**config.mk**
```make
export PLATFORM = sky130hd
export DESIGN_NAME = rx_hunt_ctrl
export DESIGN_NICKNAME = d
export VERILOG_FILES = /design/src/rtl/rx_hunt_pkg.sv /design/src/rtl/rx_hunt_fsm.sv /design/src/rtl/rx_hunt_brk_cnt.sv /design/src/rtl/rx_hunt_flag.sv /design/src/rtl/rx_hunt_ctrl.sv
export SDC_FILE = /design/constraint.sdc
export NUM_CORES = 1
export LEC_CHECK = 0
export ABC_AREA = 1
export BUFFER_PORTS_ARGS = -buffer_cell sky130_fd_sc_hd__buf_2
export CORE_UTILIZATION = 53
export CTS_CLUSTER_DIAMETER = 100
export DETAILED_ROUTE_END_ITERATION = 10
export GPL_ROUTABILITY_DRIVEN = 1
export PLACE_DENSITY = 0.74
export SLEW_MARGIN = 30
export SYNTH_ARGS = -nofsm -noshare
export SYNTH_HDL_FRONTEND = slang
export SYNTH_SLANG_ARGS = --single-unit
```
**constraint.sdc**
```tcl
create_clock -name clk -period 2.1 [get_ports clk]
set_clock_uncertainty 0.2 [all_clocks]
set_input_delay 0.525 -clock clk [delete_from_list [all_inputs] [get_ports clk]]
set_output_delay 0.525 -clock clk [all_outputs]
set_load 0.05 [all_outputs]
```
**src/rtl/rx_hunt_pkg.sv**
```systemverilog
package rx_hunt_pkg;

    typedef enum logic [1:0] {
        ST_HUNT  = 2'd0,
        ST_READY = 2'd1,
        ST_MSG   = 2'd2
    } hunt_state_e;

endpackage

```
**src/rtl/rx_hunt_fsm.sv**
```systemverilog
module rx_hunt_fsm
    import rx_hunt_pkg::*;
(
    input  logic        clk,
    input  logic        rst_n,
    input  logic        ch_valid_i,
    input  logic        ch_addr_i,
    input  logic        idle_det_i,
    input  logic        hunt_cmd_i,
    input  logic        mode_addr_i,
    output logic        hunting_o,
    output logic        char_pass_o,
    output logic        abort_o
);

    hunt_state_e state_q, state_d;
    logic        resync_addr;
    logic        resync_idle;

    assign resync_addr = mode_addr_i && ch_valid_i && ch_addr_i;
    assign resync_idle = !mode_addr_i && idle_det_i;

    // state register
    always_ff @(posedge clk or negedge rst_n) begin
        if (!rst_n) state_q <= ST_HUNT;
        else        state_q <= state_d;
    end

    // next state
    always_comb begin
        state_d = state_q;
        if (hunt_cmd_i) begin
            state_d = ST_HUNT;
        end else begin
            unique case (state_q)
                ST_HUNT: begin
                    if (resync_addr)      state_d = ST_MSG;
                    else if (resync_idle) state_d = ST_READY;
                end
                ST_READY: begin
                    if (ch_valid_i)       state_d = ST_MSG;
                end
                ST_MSG: begin
                    if (idle_det_i)       state_d = ST_READY;
                end
                default:                  state_d = ST_HUNT;
            endcase
        end
    end

    // outputs
    always_comb begin
        hunting_o   = (state_q == ST_HUNT);
        char_pass_o = 1'b0;
        if (ch_valid_i && !hunt_cmd_i) begin
            unique case (state_q)
                ST_HUNT:  char_pass_o = resync_addr;
                ST_READY: char_pass_o = 1'b1;
                ST_MSG:   char_pass_o = 1'b1;
                default:  char_pass_o = 1'b0;
            endcase
        end
    end

    always_ff @(posedge clk or negedge rst_n) begin
        if (!rst_n) abort_o <= 1'b0;
        else        abort_o <= hunt_cmd_i && (state_q == ST_MSG);
    end

    // a command always lands in HUNT
    a_r5_cmd_to_hunt: assert property (@(posedge clk) disable iff (!rst_n)
        hunt_cmd_i |=> (state_q == ST_HUNT));
    // abort is a single-cycle pulse caused by a command
    a_r6_abort_single: assert property (@(posedge clk) disable iff (!rst_n)
        abort_o |=> !abort_o);
    a_r6_abort_cause: assert property (@(posedge clk) disable iff (!rst_n)
        abort_o |-> $past(hunt_cmd_i));
    // address-bit character ends the hunt in address mode
    a_r4_addr_resync: assert property (@(posedge clk) disable iff (!rst_n)
        (hunting_o && mode_addr_i && ch_valid_i && ch_addr_i && !hunt_cmd_i)
            |=> (state_q == ST_MSG));
    // idle ends the hunt in idle mode
    a_r3_idle_resync: assert property (@(posedge clk) disable iff (!rst_n)
        (hunting_o && !mode_addr_i && idle_det_i && !hunt_cmd_i)
            |=> (state_q == ST_READY));
    // idle closes an open message
    a_r11_idle_close: assert property (@(posedge clk) disable iff (!rst_n)
        (state_q == ST_MSG && idle_det_i && !hunt_cmd_i) |=> (state_q == ST_READY));

endmodule

```
**src/rtl/rx_hunt_brk_cnt.sv**
```systemverilog
module rx_hunt_brk_cnt #(
    parameter int CNT_W = 16
) (
    input  logic             clk,
    input  logic             rst_n,
    input  logic             inc_i,
    input  logic             clr_i,
    output logic [CNT_W-1:0] cnt_o
);

    localparam logic [CNT_W-1:0] CNT_MAX = {CNT_W{1'b1}};

    always_ff @(posedge clk or negedge rst_n) begin
        if (!rst_n)                          cnt_o <= '0;
        else if (clr_i)                      cnt_o <= '0;
        else if (inc_i && cnt_o != CNT_MAX)  cnt_o <= cnt_o + 1'b1;
    end

    // saturation holds
    a_r8_sat_hold: assert property (@(posedge clk) disable iff (!rst_n)
        (cnt_o == CNT_MAX && !clr_i) |=> (cnt_o == CNT_MAX));
    // clear wins
    a_r9_clear: assert property (@(posedge clk) disable iff (!rst_n)
        clr_i |=> (cnt_o == '0));
    // one step per break below the limit
    a_r7_inc: assert property (@(posedge clk) disable iff (!rst_n)
        (inc_i && !clr_i && cnt_o != CNT_MAX) |=> (cnt_o == $past(cnt_o) + 1'b1));

endmodule

```
**src/rtl/rx_hunt_flag.sv**
```systemverilog
module rx_hunt_flag (
    input  logic clk,
    input  logic rst_n,
    input  logic set_i,
    input  logic w1c_i,
    output logic flag_o
);

    always_ff @(posedge clk or negedge rst_n) begin
        if (!rst_n)      flag_o <= 1'b0;
        else if (set_i)  flag_o <= 1'b1;
        else if (w1c_i)  flag_o <= 1'b0;
    end

    // sticky until cleared, set wins
    a_r10_sticky: assert property (@(posedge clk) disable iff (!rst_n)
        (flag_o && !w1c_i) |=> flag_o);
    a_r10_set_wins: assert property (@(posedge clk) disable iff (!rst_n)
        set_i |=> flag_o);

endmodule

```
**src/rtl/rx_hunt_ctrl.sv**
```systemverilog
module rx_hunt_ctrl #(
    parameter int CNT_W = 16
) (
    input  logic             clk,
    input  logic             rst_n,
    input  logic             ch_valid_i,
    input  logic             ch_addr_i,
    input  logic             idle_det_i,
    input  logic             brk_det_i,
    input  logic             hunt_cmd_i,
    input  logic             mode_addr_i,
    input  logic             cnt_clr_i,
    input  logic             irq_clr_i,
    output logic             rx_en_o,
    output logic             char_pass_o,
    output logic             abort_o,
    output logic [CNT_W-1:0] brk_cnt_o,
    output logic             brk_irq_o
);

    logic hunting;
    logic brk_hit;

    rx_hunt_fsm u_fsm (
        .clk         (clk),
        .rst_n       (rst_n),
        .ch_valid_i  (ch_valid_i),
        .ch_addr_i   (ch_addr_i),
        .idle_det_i  (idle_det_i),
        .hunt_cmd_i  (hunt_cmd_i),
        .mode_addr_i (mode_addr_i),
        .hunting_o   (hunting),
        .char_pass_o (char_pass_o),
        .abort_o     (abort_o)
    );

    assign rx_en_o = !hunting;
    assign brk_hit = brk_det_i && hunting;

    rx_hunt_brk_cnt #(.CNT_W(CNT_W)) u_cnt (
        .clk   (clk),
        .rst_n (rst_n),
        .inc_i (brk_hit),
        .clr_i (cnt_clr_i),
        .cnt_o (brk_cnt_o)
    );

    rx_hunt_flag u_irq (
        .clk    (clk),
        .rst_n  (rst_n),
        .set_i  (brk_hit),
        .w1c_i  (irq_clr_i),
        .flag_o (brk_irq_o)
    );

    // nothing passes while hunting except an address-mode resync character
    a_r2_no_pass_hunt: assert property (@(posedge clk) disable iff (!rst_n)
        (!rx_en_o && !(mode_addr_i && ch_addr_i)) |-> !char_pass_o);
    // a break seen while hunting raises the flag
    a_r7_irq_on_brk: assert property (@(posedge clk) disable iff (!rst_n)
        (brk_det_i && !rx_en_o) |=> brk_irq_o);
    // counter untouched by breaks while enabled
    a_r7_no_count_enabled: assert property (@(posedge clk) disable iff (!rst_n)
        (rx_en_o && !cnt_clr_i) |=> $stable(brk_cnt_o));

endmodule

```
==> results of run 1 <==
kinds of logic (layout without fill, tap and decap cells):
kind of cell             count (synthesis)  in the layout  synth area share (%)
AND/OR/NAND/NOR                        118            118                  39.8
buffers and inverters                   27             64                  8.31
flip-flops                              20             20                  37.8
AO/OA/AOI/OAI                           18             18                  7.37
adder cells (fa/ha/maj)                  5              5                  4.72
XOR/XNOR                                 3              3                  1.98
power groups by stage:
stage | combinational, mW | clock [mW] | sequential (mW)
floorplan | 0.283 | 0 | 0.538
global placement | 0.518 | 0 | 0.450
detailed placement | 0.534 | 0 | 0.455
CTS | 0.588 | 0.235 | 0.449
global route | 0.642 | 0.251 | 0.453
finish | 0.591 | 0.235 | 0.449
sequential cells by signal, indices dropped and copies added, names as in the netlist:
| register | cells |
|---|---|
| u_cnt.cnt_o | 16 |
| u_fsm.abort_o | 1 |
| u_fsm.state_q | 2 |
| u_irq.flag_o | 1 |
metal layers:
metal / share of wire, % / track usage [%] / vias to the layer above
met5: 0 / 0 / -
met4: 1.2 / 9.01 / 0
met3: 3.1 / 2.92 / 4
met2: 49 / 47.9 / 29
met1: 47 / 32.0 / 607
li1: - / - / 690
synthesized netlist by cell type (all sizes together):
cell type,number,area share [%]
o21bai,1,0.57
inv,24,6.8
xnor2,1,0.66
buf,2,1.2
xor2,2,1.3
clkbuf,1,0.28
o211ai,2,1.1
nor4,1,0.47
nor2,22,8.3
dfrtp,20,38
nand3b,1,0.57
nand2,65,19
nand3,19,7.2
a21oi,4,1.5
nand4,10,4.7
o21ai,11,4.2
ha,5,4.7
through the flow:
stage	hold slack [ps]	setup WS (ps)	setup TNS, ps	total power, mW	area [sq um]
after detailed placement	301	-37.1	-37.1	0.989	1550
after floorplan	29.4	-346	-346	0.821	1340
after CTS	205	-148	-148	1.27	1620
after global routing	191	-237	-237	1.35	1620
final	199	-168	-168	1.27	1620
after global placement	295	81.0	0	0.968	1550
repair_timing:
action / 4_1_cts / 5_1_grt
pin swaps: 1 / 0
setup endpoints to repair: 1 / 1
setup buffers: 0 / 0
endpoints found under the hold margin: 20 / 0
hold buffers: 1 / 0
gates resized for setup: 10 / 0
worst max-delay path by stage:
stage	from	cells after the start	endpoint	slack, ps
after floorplan	u_fsm.state_q[0]	6	char_pass_o	-350
after global placement	ch_valid_i	6	char_pass_o	80
after detailed placement	u_fsm.state_q[0]	7	char_pass_o	-40
after CTS	u_fsm.state_q[0]	7	char_pass_o	-150
after global routing	u_fsm.state_q[0]	7	char_pass_o	-240
final	u_fsm.state_q[0]	7	char_pass_o	-170
area by class of cell:
type                    instances  area, sq um  share of cell area, %
inverters                      24         90.1                   5.55
well taps                      28         35.0                   2.16
repair buffers                 36          206                   12.7
multi-input cells             144          754                   46.5
clock buffers                   4         36.3                   2.24
flip-flops and latches         20          500                   30.8
critical path: cells and delay by family, from the launching register on:
family                     cells  cell delay, ps
adders and majority gates      1             140
buffers and inverters          3             340
DFF                            1             420
and+or+nand+nor                3             310
==> results.md, run 1 <==
* Worst-skew pair later-pin latency at around 310 ps
* Distinct cell type count of the synthesized netlist at 22
* Max rail drop VDD at ~0.73 mV
* Slew at the pin closest to its max-slew limit at 494 ps
* Longest individual stage delay on the worst path at ~420 ps
* Critical-path top delay cell: sky130_fd_sc_hd__dfrtp_1
* Inserted Diodes at 0
* Minimum setup slack among reg-to-reg paths at 170 ps
* Comb pwr share at 46.4%
* Iteration count of the initial detailed-routing pass at 4
* Max_cap viols at 0
* Synthesized area divided by synthesized cell count at 6.94 sq um
* Number of standard cells after synthesis at between 150 and 200
* # port buffers at 29
* Violated checks: negative setup slack
* Clock edge transition at the registers on the reported setup and hold paths at ~130 ps
* GP Congestion at approximately 0.9
* Share of power burned in registers at a little over a third
* CTS tree: yes
* CP Launch Type: flip-flop
* Clk root buf: sky130_fd_sc_hd__clkbuf_4
* Count of routing violations after the opening detailed-route iteration at 46
* Routed WL per cell at approximately 12 microns
* WP data required at ~1400 ps
* Final core occ at between 70% and 80%
* Source of the worst hold timing path: irq_clr_i
* Number of CTS-inserted buffers at 3
* Setup repair after global routing missed its margin: true
* Worst Reg-to-Reg Cells at 9
* FF-to-FF Start: u_cnt.cnt_o[1]
* Global-route total usage across every layer at roughly a quarter
* Chip Height at about 52 microns
* Cell area after synthesis at 1330 sq um
* Cells along the critical path: inv_2 -> ha_4 -> inv_2 -> nor2_4 -> nor2_2 -> nor4_4 -> buf_6
* Core Box Area at about 2300 sq um
* CP endpoint kind: output pin
* Count of filler cells inserted in the layout at about 170
* Residual antenna-violating net count after detailed routing at 0
* Worst-case hold path end point: u_irq.flag_o
* Total Routed Length at between 3 and 4 mm
* Status: finished with violations
* Final Max Slew Viols at 0
* Final worst-path cycle share at 108%
* Width of the die at 52 microns
* Post-layout min period at 2270 ps
* Leading cell type in the layout, fill and taps excluded: sky130_fd_sc_hd__nand2_1
* Placed instance count at between 200 and 300
* Switching power summed over all nets at 558 uW
* Detail-routed via count per cell at 5.20
* Cell count of the worst hold path at 2
* Critical path class: reg2out
* Net count of the mapped netlist at a little over 200
* Design internal power at 717 uW
* Endpoint of the most critical register-to-register path: u_cnt.cnt_o[13]
* Via count of the first global-routing pass at roughly 1,200
* Clock sinks at 20
* Fin worst setup slack at -168 ps
* Worst path arrival time at roughly 1500 ps
* Largest net degree at the start of global routing at 21
* Floorplan die area at around 2700 sq um
* Area growth from synthesis to final layout at 22.5%
* Share of power burned in the clock network at approximately 18%
* Class of the most critical hold timing path: in2reg
* FMAX at 441 MHz
* Critical Path Fanout Max at 3
* Row Count at 17
* Cell mode on critical path: sky130_fd_sc_hd__inv_2
* Number of standard cells in the final layout excluding fillers at 256
* Static Leak at about 0.86 nW
* DRC viols at 0
* Aggregate global routing overflow at 0
* Layout net count at roughly 240
* Starting utilization of the core area at between 50% and 60%
* Post-synthesis sequential element count at 20
* Final-report hold violation count at 0
* I/O Pins at 30
* Proportion of synthesized chip area in sequential cells at between 30% and 40%
* Power density over the cells at 785 nW/um^2
* Worst slew margin at ~67%
* Highest-count cells in the layout ignoring fill and taps: sky130_fd_sc_hd__nand2_1, sky130_fd_sc_hd__buf_2, sky130_fd_sc_hd__inv_1
* Number of antenna violations at the first check in global routing at 0
* Total number of H-tree levels at 1
* Final setup violation count at 1
* Via count of the routed design at about 1,300
* Net switching fraction of the power at 43.8%
* Warning count from the yosys run at 0
* Maximum number of buffers from clock root to sink at 2
* Wire length of the first global-routing pass at approximately 5.2 mm
* Fraction of layout cells with a size suffix above 1 at between 20 and 25%
* Half-perimeter wire length after detailed placement at 2.31 mm
Power figures use the tool's default switching activity.
==> inputs of run 2 (changes only) <==
==> constraint.sdc (replaced) <==
create_clock -name clk -period 2.4 [get_ports clk]
set_clock_uncertainty 0.2 [all_clocks]
set_input_delay 0.6 -clock clk [delete_from_list [all_inputs] [get_ports clk]]
set_output_delay 0.6 -clock clk [all_outputs]
set_load 0.05 [all_outputs]
==> run 2 against run 1 <==
Compared with the run above: the run now ends clean; sequential cell count unchanged; utilization fell by 0.88 points; largest cell class unchanged; sequential power down 12%; critical endpoint unchanged.
==> results.md, run 2 (synthesized netlist as in run 1, its figures left out) <==
* Max rail drop VDD at 0.755 mV (+3.9%)
* GP Congestion at 0.846 (-6.1%)
* Static Leak at 0.863 nW (about the same)
* Global-route total usage across every layer at 27.0% (+0.53 points)
* Number of standard cells in the final layout excluding fillers at 255 (-0.39%)
* CP endpoint kind: output pin
* Clk root buf: sky130_fd_sc_hd__clkbuf_4
* Residual antenna-violating net count after detailed routing at 0 (unchanged)
* Detail-routed via count per cell at 5.40 (+3.9%)
* CP Launch Type: flip-flop
* Max_cap viols at 0 (unchanged)
* Via count of the routed design at 1,377 (+3.5%)
* Final Power at 1.11 mW (-13%)
* Via count of the first global-routing pass at 1,284 (+5.1%)
* Critical Path Fanout Max at 3 (unchanged)
* Final core occ at 70.4% (-0.88 points)
* Inserted Diodes at 0 (unchanged)
* Largest net degree at the start of global routing at 21 (unchanged)
* I/O Pins at 30 (unchanged)
* Core Box Area at 2280 sq um (unchanged)
* Highest-count cells in the layout ignoring fill and taps: sky130_fd_sc_hd__nand2_1, sky130_fd_sc_hd__buf_2, sky130_fd_sc_hd__inv_1
* Starting utilization of the core area at 58.2% (unchanged)
* Number of CTS-inserted buffers at 3 (unchanged)
* Count of filler cells inserted in the layout at 191 (+12%)
* Fraction of layout cells with a size suffix above 1 at 22.0% (-0.78 points)
* Wire length of the first global-routing pass at 5.44 mm (+3.7%)
* Final setup violation count at 0 (-1)
* Maximum number of buffers from clock root to sink at 2 (unchanged)
* Clock sinks at 20 (unchanged)
* CTS tree: yes
* Status: complete, no violations
* Worst path arrival time at 1590 ps (+50 ps)
* Width of the die at 52 microns (unchanged)
* Power density over the cells at 691 nW/um^2 (-12%)
* Worst-skew pair later-pin latency at 310 ps (about the same)
* Total number of H-tree levels at 1 (unchanged)
* Routed WL per cell at 12.7 microns (+2.5%)
* Total Routed Length at 3.23 mm (+2.1%)
* Aggregate global routing overflow at 0 (unchanged)
* Floorplan die area at 2700 sq um (unchanged)
* Area growth from synthesis to final layout at 21.0%
* Final Max Slew Viols at 0 (unchanged)
* Final worst-path cycle share at about 100%
* # port buffers at 29 (unchanged)
* Iteration count of the initial detailed-routing pass at 4 (unchanged)
* Number of antenna violations at the first check in global routing at 0 (unchanged)
* Multi-input gate area at 744 sq um (-1.3%)
* Final-report hold violation count at 0 (unchanged)
* Clock edge transition at the registers on the reported setup and hold paths at 120 ps (about the same)
* Half-perimeter wire length after detailed placement at 2.31 mm (+0.21%)
* Slew at the pin closest to its max-slew limit at 483 ps (-10.5 ps)
* Post-layout min period at around 2400 ps
* Register with the most flip-flops: u_cnt.cnt_o
* Count of routing violations after the opening detailed-route iteration at 37 (-20%)
* Placed instance count at 246 (-2.0%)
* WP data required at 1600 ps (+230 ps)
* Leading cell type in the layout, fill and taps excluded: sky130_fd_sc_hd__nand2_1
* Layout net count at 243 (-0.41%)
* Setup tns final at 0 ps (+168 ps)
* FMAX at roughly 420 MHz
* Leading registers by flop count: u_cnt.cnt_o (16), u_fsm.state_q (2)
* Number of flip-flops under the largest register name at 16 (unchanged)
* Minimum setup slack among reg-to-reg paths at 450 ps (+280 ps)
* Worst slew margin at 67.7% (+0.70 points)
* Register area at 500 sq um (unchanged)
* Chip Height at 52 microns (unchanged)
* Row Count at 17 (unchanged)
* Critical path class: reg2out
* DRC viols at 0 (unchanged)
* Class of the most critical hold timing path: in2async
==> run 2: worst max-delay path, stage by stage (launching register included) <==
cell and delay [ps]:
sky130_fd_sc_hd__dfrtp_1 420, sky130_fd_sc_hd__inv_2 100, sky130_fd_sc_hd__ha_4 140, sky130_fd_sc_hd__inv_1 70
sky130_fd_sc_hd__nor2_2 120, sky130_fd_sc_hd__nor2_1 90, sky130_fd_sc_hd__nor4_4 150, sky130_fd_sc_hd__buf_6 190
==> run 2: per-layer routing <==
| layer | part of all wire, % | vias up | track usage (%) |
|---|---|---|---|
| met5 | 0 | - | 0 |
| met4 | 1.6 | 0 | 8.11 |
| met3 | 4.1 | 6 | 2.63 |
| met2 | 50 | 44 | 46.2 |
| met1 | 44 | 640 | 35.6 |
| li1 | - | 687 | - |
==> run 2: report_power, final <==
part,internal [mW],switching [mW]
Clock,0.0928,0.115
Combinational,0.160,0.345
Sequential,0.369,0.0254
Total,0.623,0.485
==> run 2: layout make-up <==
| cell class | count | area share [%] |
|---|---|---|
| clock buffer | 4 | 2.26 |
| inverter | 24 | 5.62 |
| multi-input combinational | 144 | 46.4 |
| tap | 28 | 2.19 |
| timing repair buffer | 35 | 12.3 |
| sequential | 20 | 31.2 |
==> run 2: what timing repair did <==
action / in CTS / in global routing
pin swaps: 0 / 1
setup buffers: 3 / 2
hold buffers: 0 / 0
setup endpoints to repair: 1 / 1
gates resized for setup: 6 / 1
==> run 2: final timing paths <==
check	from	end	cells after the start
setup / recovery	u_fsm.state_q[0]	char_pass_o	7
min in group clk	irq_clr_i	u_irq.flag_o	2
hold reg to reg	u_irq.flag_o	u_irq.flag_o	2
max in group asynchronous	rst_n	u_fsm.state_q[0]	1
setup reg to reg	u_cnt.cnt_o[1]	u_cnt.cnt_o[9]	9
hold / removal	rst_n	u_cnt.cnt_o[5]	1
==> run 2: per-stage QoR <==
step                instance area, sq um  setup WS (ps)  hold slack [ps]
CTS                                 1580           10.2             33.6
floorplan                           1340           -121              104
detailed placement                  1510            140              324
finish                              1600           12.5             11.0
global placement                    1510            194              310
global route                        1600          -61.2             39.6
==> inputs of run 3 (changes only) <==
==> constraint.sdc (replaced) <==
create_clock -name clk -period 2.4 [get_ports clk]
set_clock_uncertainty 0.2 [all_clocks]
set_input_delay 0.12 -clock clk [delete_from_list [all_inputs] [get_ports clk]]
set_output_delay 0.12 -clock clk [all_outputs]
set_load 0.05 [all_outputs]
==> run 3 against run 2 <==
Compared with the run above: count of clock-buffer cells in the layout unchanged; critical endpoint unchanged; worst setup slack improved by 250 ps; global-route usage fell by 1.2 points; worst hold slack better by 70 ps; first-iteration DRC count shrank 30%; register-to-register slack worse by 80 ps; clock power fell by 4%.
==> results.md, run 3 (synthesized netlist as in run 1, its figures left out) <==
* Final setup violation count at 0 (unchanged)
* Via count of the routed design at 1,348 (-2.1%)
* Leading registers by flop count: u_cnt.cnt_o (16), u_fsm.state_q (2)
* Setup slack at placement at 412 ps (+273 ps)
* Post-layout min period at 2140 ps (-250 ps)
* Static Leak at 0.858 nW (-0.55%)
* Critical path class: reg2out
* Half-perimeter wire length after detailed placement at 2.33 mm (+0.61%)
* Area growth from synthesis to final layout at 19.6%
* Clock sinks at 20 (unchanged)
* Class of the most critical hold timing path: in2async
* Layout net count at 243 (unchanged)
* FMAX at 468 MHz (+12%)
* Number of resized instances in the post-cts repair step at 0 (-6)
* Starting utilization of the core area at 58.2% (unchanged)
* Number of antenna violations at the first check in global routing at 0 (unchanged)
* Most congested layer reported by global routing: met2
* Critical Path Fanout Max at 5 (+2)
* Power density over the cells at 644 nW/um^2 (-6.7%)
* Final Power at 1.02 mW (-7.7%)
* Via count of the first global-routing pass at 1,228 (-4.4%)
* Row Count at 17 (unchanged)
* Longest individual stage delay on the worst path at 430 ps (about the same)
* Total Routed Length at 3.12 mm (-3.6%)
* WP data required at 2080 ps (+480 ps)
* Worst slew margin at 67.9% (+0.19 points)
* CP endpoint kind: output pin
* Clk root buf: sky130_fd_sc_hd__clkbuf_4
* Count of filler cells inserted in the layout at 195 (+2.1%)
* # port buffers at 29 (unchanged)
* Chip Height at 52 microns (unchanged)
* Wire length of the first global-routing pass at 5.15 mm (-5.2%)
* Status: complete, no violations
* Width of the die at 52 microns (unchanged)
* Global-route met3 utilization at 2.63% (unchanged)
* Fin worst setup slack at 263 ps (+250 ps)
* Largest net degree at the start of global routing at 21 (unchanged)
* Number of CTS-inserted buffers at 3 (unchanged)
* Iteration count of the initial detailed-routing pass at 4 (unchanged)
* Setup repair after global routing missed its margin: false
* Setup tns final at 0 ps (unchanged)
* Floorplan die area at 2700 sq um (unchanged)
* Final worst-path cycle share at 89.0% (-10 points)
* Maximum number of buffers from clock root to sink at 2 (unchanged)
* Clock edge transition at the registers on the reported setup and hold paths at 120 ps (about the same)
* I/O Pins at 30 (unchanged)
* Number of flip-flops under the largest register name at 16 (unchanged)
* GR Layer Usage met2 at 42.9% (-3.2 points)
* Final-report hold violation count at 0 (unchanged)
* GP Congestion at 0.867 (+2.5%)
* Max_cap viols at 0 (unchanged)
* CP Launch Type: flip-flop
* Leading cell type in the layout, fill and taps excluded: sky130_fd_sc_hd__nand2_1
* Global-route total usage across every layer at 25.8% (-1.2 points)
* Slew at the pin closest to its max-slew limit at 482 ps (-1.55 ps)
* Final core occ at 69.7% (-0.77 points)
* Residual antenna-violating net count after detailed routing at 0 (unchanged)
* Worst hold slack at 81.3 ps (+70.3 ps)
* Cells along the critical path: inv_1 -> ha_1 -> inv_1 -> nor2_1 -> nor2_1 -> nor4_2 -> buf_2
* Final Max Slew Viols at 0 (unchanged)
* Routed WL per cell at 12.2 microns (-3.6%)
* Met1 Track Usage GR at 32.9% (-2.7 points)
* Hold-fix buffer count after cts at 5 (+5)
* CTS tree: yes
* Worst path arrival time at 1820 ps (+230 ps)
* Total number of H-tree levels at 1 (unchanged)
* Inserted Diodes at 0 (unchanged)
* Detail-routed via count per cell at 5.29 (-2.1%)
* Aggregate global routing overflow at 0 (unchanged)
* Register with the most flip-flops: u_cnt.cnt_o
* Highest-count cells in the layout ignoring fill and taps: sky130_fd_sc_hd__nand2_1, sky130_fd_sc_hd__buf_2, sky130_fd_sc_hd__inv_1
* Total setup buffers inserted after CTS at 0 (-3)
* Fraction of layout cells with a size suffix above 1 at 18.1% (-4.0 points)
* Max rail drop VDD at 0.542 mV (-28%)
* DRC viols at 0 (unchanged)
* Worst-skew pair later-pin latency at 300 ps (about the same)
* Critical-path top delay cell: sky130_fd_sc_hd__dfrtp_1
* Count of routing violations after the opening detailed-route iteration at 26 (-30%)
* Core Box Area at 2280 sq um (unchanged)
[run 3: layout make-up]
| type | instances | area (sq um) | area share (%) |
|---|---|---|---|
| clock buffer | 4 | 36.3 | 2.29 |
| multi-input combinational | 144 | 721 | 45.5 |
| sequential | 20 | 500 | 31.6 |
| tap | 28 | 35.0 | 2.21 |
| timing repair buffer | 35 | 203 | 12.8 |
| inverter | 24 | 90.1 | 5.68 |
[run 3: metrics by stage]
step / instances / instance area (sq um)
after floorplan: 191 / 1330
after global placement: 246 / 1500
after detailed placement: 246 / 1500
after CTS: 255 / 1590
after global routing: 255 / 1590
final: 255 / 1590
[run 3: worst max-delay path, delay by kind of cell, from the launching register on]
| family | cells | cell delay (ps) |
|---|---|---|
| buf+inv | 3 | 520 |
| flops | 1 | 430 |
| simple gates | 3 | 340 |
| fa+ha+maj | 1 | 220 |
[run 3: path summary, 6_finish.rpt]
path | slack, ps | end | start | cells past startpoint
setup / recovery | 260 | char_pass_o | u_fsm.state_q[0] | 7
hold / removal | 80 | u_cnt.cnt_o[6] | rst_n | 2
setup reg to reg | 370 | u_cnt.cnt_o[13] | u_cnt.cnt_o[0] | 9
hold reg to reg | 350 | u_cnt.cnt_o[1] | u_cnt.cnt_o[1] | 2
max in group asynchronous | 1600 | u_fsm.state_q[1] | rst_n | 2
min in group clk | 80 | u_fsm.state_q[1] | mode_addr_i | 4
[run 3: report_power, final]
| group | switching [mW] | total (mW) | internal [mW] |
|---|---|---|---|
| Sequential | 0.0303 | 0.400 | 0.369 |
| Combinational | 0.303 | 0.422 | 0.119 |
| Clock | 0.107 | 0.200 | 0.0926 |
[run 3: per-layer routing]
layer / wire, microns / part of all wire, %
met1: 1490 / 48
met2: 1470 / 47
met3: 112 / 3.6
met4: 41 / 1.3
met5: 0 / 0
